**src/rtl/sleep_bypass_ctrl.sv**
```systemverilog
module sleep_bypass_ctrl #(
  parameter int HOLD_MIN_CYC = 50000
) (
  input  logic clk,
  input  logic sleep_in,
  input  logic rst_in,
  input  logic xprt_bit,
  input  logic wssel_bit,
  input  logic int_mclk,
  input  logic int_sdo,
  input  logic int_aux,
  input  logic ext_mclk,
  input  logic ser_din,
  input  logic ws_in,
  output logic core_clk_en,
  output logic mclk_out,
  output logic mclk_oe,
  output logic sdo_out,
  output logic sdo_oe,
  output logic aux_out,
  output logic aux_oe,
  output logic hold_viol
);
  localparam int CW = $clog2(HOLD_MIN_CYC + 1);
  localparam logic [CW-1:0] HOLD_MIN = CW'(HOLD_MIN_CYC);

  logic [2:0]    slp_q;
  logic [2:0]    rst_q;
  logic          xprt_lat;
  logic          wssel_lat;
  logic [CW-1:0] hold_cnt;
  logic          viol_q;

  logic asleep, rst_s, rst_rel, slp_entry;
  assign asleep    = slp_q[2];
  assign rst_s     = rst_q[1];
  assign rst_rel   = rst_q[2] & ~rst_q[1];
  assign slp_entry = slp_q[1] & ~slp_q[2];

  always_ff @(posedge clk) begin
    slp_q <= {slp_q[1:0], sleep_in};
    rst_q <= {rst_q[1:0], rst_in};
  end

  always_ff @(posedge clk) begin
    if (slp_entry) begin
      xprt_lat  <= xprt_bit;
      wssel_lat <= wssel_bit;
    end
  end

  always_ff @(posedge clk) begin
    if (!rst_s || asleep)
      hold_cnt <= '0;
    else if (hold_cnt != HOLD_MIN)
      hold_cnt <= hold_cnt + 1'b1;
  end

  always_ff @(posedge clk) begin
    if (rst_s)
      viol_q <= 1'b0;
    else if (rst_rel && (hold_cnt < HOLD_MIN))
      viol_q <= 1'b1;
  end

  assign core_clk_en = ~asleep & ~rst_s;
  assign hold_viol   = viol_q;

  assign mclk_oe  = asleep ? xprt_lat : 1'b1;
  assign sdo_oe   = asleep ? xprt_lat : 1'b1;
  assign aux_oe   = asleep ? (xprt_lat & wssel_lat) : 1'b1;

  assign mclk_out = asleep ? (xprt_lat & ext_mclk) : int_mclk;
  assign sdo_out  = asleep ? (xprt_lat & ser_din) : int_sdo;
  assign aux_out  = asleep ? (xprt_lat & wssel_lat & ws_in) : int_aux;
endmodule

```
**config.mk**
```make
export PLATFORM = sky130hd
export DESIGN_NAME = sleep_bypass_ctrl
export DESIGN_NICKNAME = d
export VERILOG_FILES = /design/src/rtl/sleep_bypass_ctrl.sv
export SDC_FILE = /design/constraint.sdc
export NUM_CORES = 1
export LEC_CHECK = 0
export BUFFER_PORTS_ARGS = -buffer_cell sky130_fd_sc_hd__buf_2
export CAP_MARGIN = 20
export CORE_MARGIN = 5
export CORE_UTILIZATION = 26
export CTS_BUF_LIST = sky130_fd_sc_hd__clkbuf_4 sky130_fd_sc_hd__clkbuf_8 sky130_fd_sc_hd__clkbuf_16
export DETAILED_ROUTE_END_ITERATION = 7
export GPL_ROUTABILITY_DRIVEN = 0
export GPL_TIMING_DRIVEN = 0
export PLACE_DENSITY = 0.52
export SLEW_MARGIN = 20
export SYNTH_ARGS = -nofsm -noshare
export SYNTH_HDL_FRONTEND = slang
export SYNTH_SLANG_ARGS = --single-unit
export TNS_END_PERCENT = 20
```
**constraint.sdc**
```tcl
create_clock -name clk -period 1.6 [get_ports clk]
set_input_delay 0.32 -clock clk [delete_from_list [all_inputs] [get_ports clk]]
set_output_delay 0.32 -clock clk [all_outputs]
set_load 0.02 [all_outputs]
```
==> results.toml, run 1 <==
[status]
outcome = "finished, final reports clean"

[cells_and_area]
diodes = 0
layout.nets = 161
drive_above_1_share_pct = 27.9
area_growth_pct = 20.1

[detailed_routing]
wl_per_cell_um = 11.1
drt_wl_total_um = 2210
drt_iter0_markers = 29
ant_nets = 0
first_pass_iters = 4
via_per_inst = 4.53
route.vias.total = 901
drc = 0

[yosys]
yosysTopAreaCellShare_pct = 40.7
muxShareOfSynthArea_pct = 1.88
yosysUniqueCellTypes = 37
synthXorXnorAreaFrac_pct = 8.51
synth_simple_gate_area_share_pct = 29.9
synth_edf_count = 2
synthAdderAreaFrac_pct = 2.21
synth_ff_type = "dfxtp_1"
ys_seq_elements = 25
yosysTopAreaCell = "dfxtp_1"
synth_top_family_by_area = "simple AND/OR/NAND/NOR gates"
synthArstFlopShare_pct = 0
synth-compound-area-share_pct = 6.08
syn_area_um2 = 1130
syn_avg_cell_area_um2 = 8.99
yosys_warnings = 0
syn_nets = 139
synthTopCellsByArea = "dfxtp_1, xnor2_1, edfxtp_1, nor2_1, nand3_1"
ys_seq_area_share_pct = 46.0
synth_cells = 126

[critical_path]
arrival_ns = 1.64
r2r_cells = 4
cp.required_ns = 1.77
setup.worst_path.class = "register to register"
worst_path_largest_cell_delay_ns = 0.44
r2r_setup_slack_ns = 0.12
worstPathCellList = "nand3_2 -> or3_1 -> o21a_1 -> o21ba_1"
worstPathMaxFanout = 7
cp-end-kind = "register"
critPathSlowestCell = "dfxtp_1"
r2r_end = "hold_cnt[13]"
reg2reg_from = "hold_cnt[6]"
worstSetupStartpointType = "register"

[sta]
slew_viol_final = 0
rsz0062_at_grt = "true"
worst_hold_slack_ns = 0.146
max_slew_margin_pct = 76.3
setup_ws_ns = 0.124
setup_viol = 0
final.setup.tns_ns = 0
min_period_ns = 1.48
min_period_over_period_pct = 92.2
finalHoldViolCount = 0
fmax_mhz = 678
skew_ns = 0.00391
tightest_slew_ns = 0.356

[global_route]
grt_pass1_vias = 898
grt_pass1_wl_um = 4020
grt_max_degree = 16
antenna_found_initial = 0
grtUsageTotal_pct = 8.42
overflow = 0

[place]
post-dp-hpwl_um = 1640
place_ws_ns = 0.0269
io_buffers = 18

[clocking]
clock_latency_ns = 0.27
cts_tree = "done"
htree_levels = 1
clock-root-buffer = "clkbuf_8"
path_clk_slew_ns = 0.09
cts_buffers = 3
cts_max_path_buffers = 2
cts.sinks = 25

[pwr]
p_leak_uw = 0.000502
max-vdd-ir-drop_mv = 0.317
p_per_area_nw_per_um2 = 816

[worst_hold_path]
hp-class = "primary input to register"
whs_endpoint = "slp_q[0]"
min_from = "sleep_in"
hold_depth = 1

[floorplan]
core_um2 = 4290
start_util_pct = 26.4
die_area_um2 = 5780
ios = 19
rows = 24
die_x_um = 76.0
die_h_um = 76.0

[run]
maxCapViolations = 0
## stage by stage
stage | std cells | util (%) | power (uW) | area [um^2]
2_1_floorplan | 126 | - | 717 | 1130
3_3_place_gp | 196 | 30.0 | 749 | 1290
3_5_place_dp | 196 | 30.0 | 751 | 1290
4_1_cts | 199 | 31.0 | 1130 | 1330
5_1_grt | 199 | 31.7 | 1180 | 1360
6_report | 199 | 31.7 | 1110 | 1360
## worst max-delay path by stage
stage | start | endpoint | slack [ns] | cells after the start
after global routing | hold_cnt[1] | hold_cnt[14] | -0.01 | 5
after CTS | hold_cnt[0] | hold_cnt[14] | 0.02 | 5
final | hold_cnt[6] | hold_cnt[13] | 0.12 | 4
after global placement | hold_cnt[2] | hold_cnt[15] | 0.06 | 4
after detailed placement | hold_cnt[0] | hold_cnt[14] | 0.03 | 5
after floorplan | hold_cnt[2] | hold_cnt[15] | 0.23 | 4
## critical path: cells and delay by family (launching register included)
family             cells  cell delay (ns)
AOI/OAI and AO/OA      2             0.38
DFF                    1             0.44
and+or+nand+nor        2             0.56
## layer usage
metal	share of wire, %	global-route usage, %	up-vias	wire length, um
li1	-	-	468	-
met1	46	10.4	400	1010
met2	44	12.5	29	971
met3	8.4	4.02	4	186
met4	2.0	3.20	0	44
met5	0	0	-	0
## registers in the layout (all words and copies together) (netlist names)
| register | count |
|---|---|
| xprt_lat | 1 |
| hold_cnt | 16 |
| wssel_lat | 1 |
| hold_viol | 1 |
| slp_q | 3 |
| rst_q | 3 |
## cell usage after synthesis, types with 2 or more instances
cell       n
xor2_1     4
nand2_1    8
dfxtp_1   23
nor2b_1    3
nand3_1    8
nor3_1     2
nand4_1    4
xnor2_1    7
or3_1      2
nand2b_1   2
clkbuf_1   2
inv_1      9
edfxtp_1   2
o21ai_0    5
and4_1     2
ha_1       2
nor2_1    15
nor4_1     3
buf_4      2
a21oi_1    4
## kinds of logic (layout without fill, tap and decap cells)
kind of cell | Yosys count | after routing
DFF | 25 | 25
adders and majority gates | 2 | 2
and+or+nand+nor | 60 | 60
muxes | 2 | 2
xor gates and xnor gates | 11 | 11
AOI/OAI and AO/OA | 12 | 12
buffers and inverters | 14 | 35
## power breakdown
| part | switching [uW] | total (uW) | leakage (uW) | internal (uW) |
|---|---|---|---|---|
| sequential | 12.4 | 658 | 0.000208 | 646 |
| clock | 199 | 376 | 0.0000217 | 176 |
| combinational | 42.7 | 76.3 | 0.000272 | 33.6 |
| total | 255 | 1110 | 0.000502 | 856 |
## placed cells by master, fill, tap and decap left out, types with 2 or more instances in the layout
cell type	instances
buf_2	19
dfxtp_1	19
nor2_1	15
inv_1	9
nand2_1	8
nand3_1	8
xnor2_1	7
o21ai_0	5
xor2_1	4
nor4_2	4
nand4_1	4
a21oi_1	4
dfxtp_2	4
nor2b_1	3
clkbuf_8	3
nand2b_1	2
buf_4	2
or3_1	2
nor3_1	2
edfxtp_1	2
## area by class of cell
type / count / area (um^2)
Inverter: 9 / 33.8
Clock buffer: 3 / 41.3
Timing Repair Buffer: 18 / 90.1
Fill cell: 458 / 2930
Tap cell: 52 / 65.1
Buffer: 4 / 23.8
Clock inverter: 1 / 7.51
Sequential cell: 25 / 526
Multi-Input combinational cell: 87 / 573
## timing repair
item,in CTS,in global routing
gates resized for setup,0,9
hold buffers,0,0
endpoints found under the setup margin,4,11
setup buffers,0,0
(Power assumes the default switching activity.)
==> run 2: changes to the inputs <==
--- a/config.mk
+++ b/config.mk
@@ -7,13 +7,14 @@
 export LEC_CHECK = 0
 export BUFFER_PORTS_ARGS = -buffer_cell sky130_fd_sc_hd__buf_2
 export CAP_MARGIN = 20
+export CORE_ASPECT_RATIO = 1.75
 export CORE_MARGIN = 5
 export CORE_UTILIZATION = 26
 export CTS_BUF_LIST = sky130_fd_sc_hd__clkbuf_4 sky130_fd_sc_hd__clkbuf_8 sky130_fd_sc_hd__clkbuf_16
 export DETAILED_ROUTE_END_ITERATION = 7
 export GPL_ROUTABILITY_DRIVEN = 0
 export GPL_TIMING_DRIVEN = 0
-export PLACE_DENSITY = 0.52
+export PLACE_DENSITY = 0.54
 export SLEW_MARGIN = 20
 export SYNTH_ARGS = -nofsm -noshare
 export SYNTH_HDL_FRONTEND = slang
==> constraint.sdc (replaced) <==
create_clock -name clk -period 1.3 [get_ports clk]
set_input_delay 0.26 -clock clk [delete_from_list [all_inputs] [get_ports clk]]
set_output_delay 0.26 -clock clk [all_outputs]
set_load 0.02 [all_outputs]
==> results.toml, run 2 (synthesis results as in run 1) <==
[clocking]
htree_levels = 1
hold_buffers = 0
cts_tree = "done"
cts_max_path_buffers = 2
cts_buffers = 3
clock_latency_ns = 0.28
path_clk_slew_ns = 0.09
cts.sinks = 25
clock-root-buffer = "clkbuf_8"

[cells_and_area]
multi_input_area_um2 = 673
area_growth_pct = 40.8
biggestRegsByFlops = "hold_cnt x16, rst_q x3, slp_q x3"
stdcell_count = 203
drive_above_1_share_pct = 45.5
mostFrequentLayoutCells = "nor2_1, buf_2, dfxtp_4"
design_area_um2 = 1590
final_util_pct = 38.1
diodes = 0
layout.nets = 168
final_common_cell = "nor2_1"
fill_cells = 426
seqCellArea_um2 = 563
largest_register_ffs = 16
top_register = "hold_cnt"

[critical_path]
arrival_ns = 1.15
worstPathMaxFanout = 4
worstSetupStartpointType = "register"
reg2reg_from = "hold_cnt[1]"
setup.worst_path.class = "register to primary output"
cp-end-kind = "primary output"
r2r_end = "hold_cnt[15]"
r2r_setup_slack_ns = -0.08
r2r_cells = 4
cp.required_ns = 1.04

[detailed_routing]
ant_nets = 0
via_per_inst = 4.77
wl_per_cell_um = 12.4
route.vias.total = 968
first_pass_iters = 4
drt_iter0_markers = 13
drc = 0
drt_wl_total_um = 2510

[sta]
skew_ns = 0.00893
rsz0062_at_grt = "true"
fmax_mhz = 712
setup_viol = 12
setup_ws_ns = -0.105
tightest_slew_ns = 0.364
max_slew_margin_pct = 75.7
min_period_over_period_pct = 108
slew_viol_final = 0
min_period_ns = 1.41
final.setup.tns_ns = -0.418
finalHoldViolCount = 0

[pwr]
p_leak_uw = 0.000611
p_per_area_nw_per_um2 = 867
max-vdd-ir-drop_mv = 0.454

[global_route]
grt_pass1_wl_um = 4200
grt_max_degree = 15
overflow = 0
grtUsageTotal_pct = 9.25
grt_pass1_vias = 972
antenna_found_initial = 0

[floorplan]
die_h_um = 97.3
rows = 31
die_x_um = 59.9
start_util_pct = 27.0
core_um2 = 4190
die_area_um2 = 5830
ios = 19

[run]
maxCapViolations = 0

[worst_hold_path]
hp-class = "primary input to register"
whs_endpoint = "rst_q[0]"
min_from = "rst_in"
hold_depth = 1

[place]
place_area_um2 = 1300
io_buffers = 18
place_inst = 193
post-dp-hpwl_um = 1830
place_ws_ns = -0.231

[status]
outcome = "finished with violations"
violations = "negative setup slack"
run 2: how the worst max path moves through the flow:
stage | from | endpoint | slack [ns] | depth (start not counted)
after detailed placement | hold_cnt[10] | hold_cnt[0] | -0.23 | 4
after global routing | hold_cnt[1] | hold_cnt[0] | -0.15 | 6
after global placement | hold_cnt[10] | hold_cnt[0] | -0.20 | 4
after CTS | xprt_lat | sdo_oe | -0.07 | 3
after floorplan | hold_cnt[0] | hold_cnt[12] | -0.04 | 5
final | xprt_lat | sdo_oe | -0.11 | 3
run 2: metal layers:
layer | GRT usage (%) | vias to the layer above | share of wire [%]
met3 | 2.53 | 6 | 5.5
met2 | 16.6 | 21 | 55
met5 | 0 | - | 0
li1 | - | 483 | -
met4 | 4.10 | 0 | 2.1
met1 | 9.39 | 458 | 38
run 2: cell type report:
cell class              count  area share, %
well taps                  49           3.85
clock buffers               3           2.59
clock inverters             1          0.314
multi-input cells          87           42.2
flip-flops and latches     25           35.3
plain buffers               5           3.06
repair buffers             24           10.4
inverters                   9           2.28
run 2: power breakdown:
group          switching (uW)  internal [uW]
logic                    65.9           68.5
registers                14.9            776
clock network             242            215
run 2: repair_timing:
action                                  CTS  global route
endpoints found under the hold margin     0             0
endpoints found under the setup margin   22            17
pin swaps                                 7             7
buffers inserted                          4             1
gates resized for setup                  45            17
gates cloned                              1             0
run 2: through the flow:
stage               hold WS [ns]  power, uW
finish                    0.0804       1380
global route              0.0722       1440
CTS                       0.0766       1390
detailed placement         0.316        926
global placement           0.315        923
floorplan                  0.288        883
run 2: critical path, stage by stage (launching register included):
cell and delay (ns):
edfxtp_1 0.46, nand2b_4 0.19, buf_6 0.11, buf_6 0.12
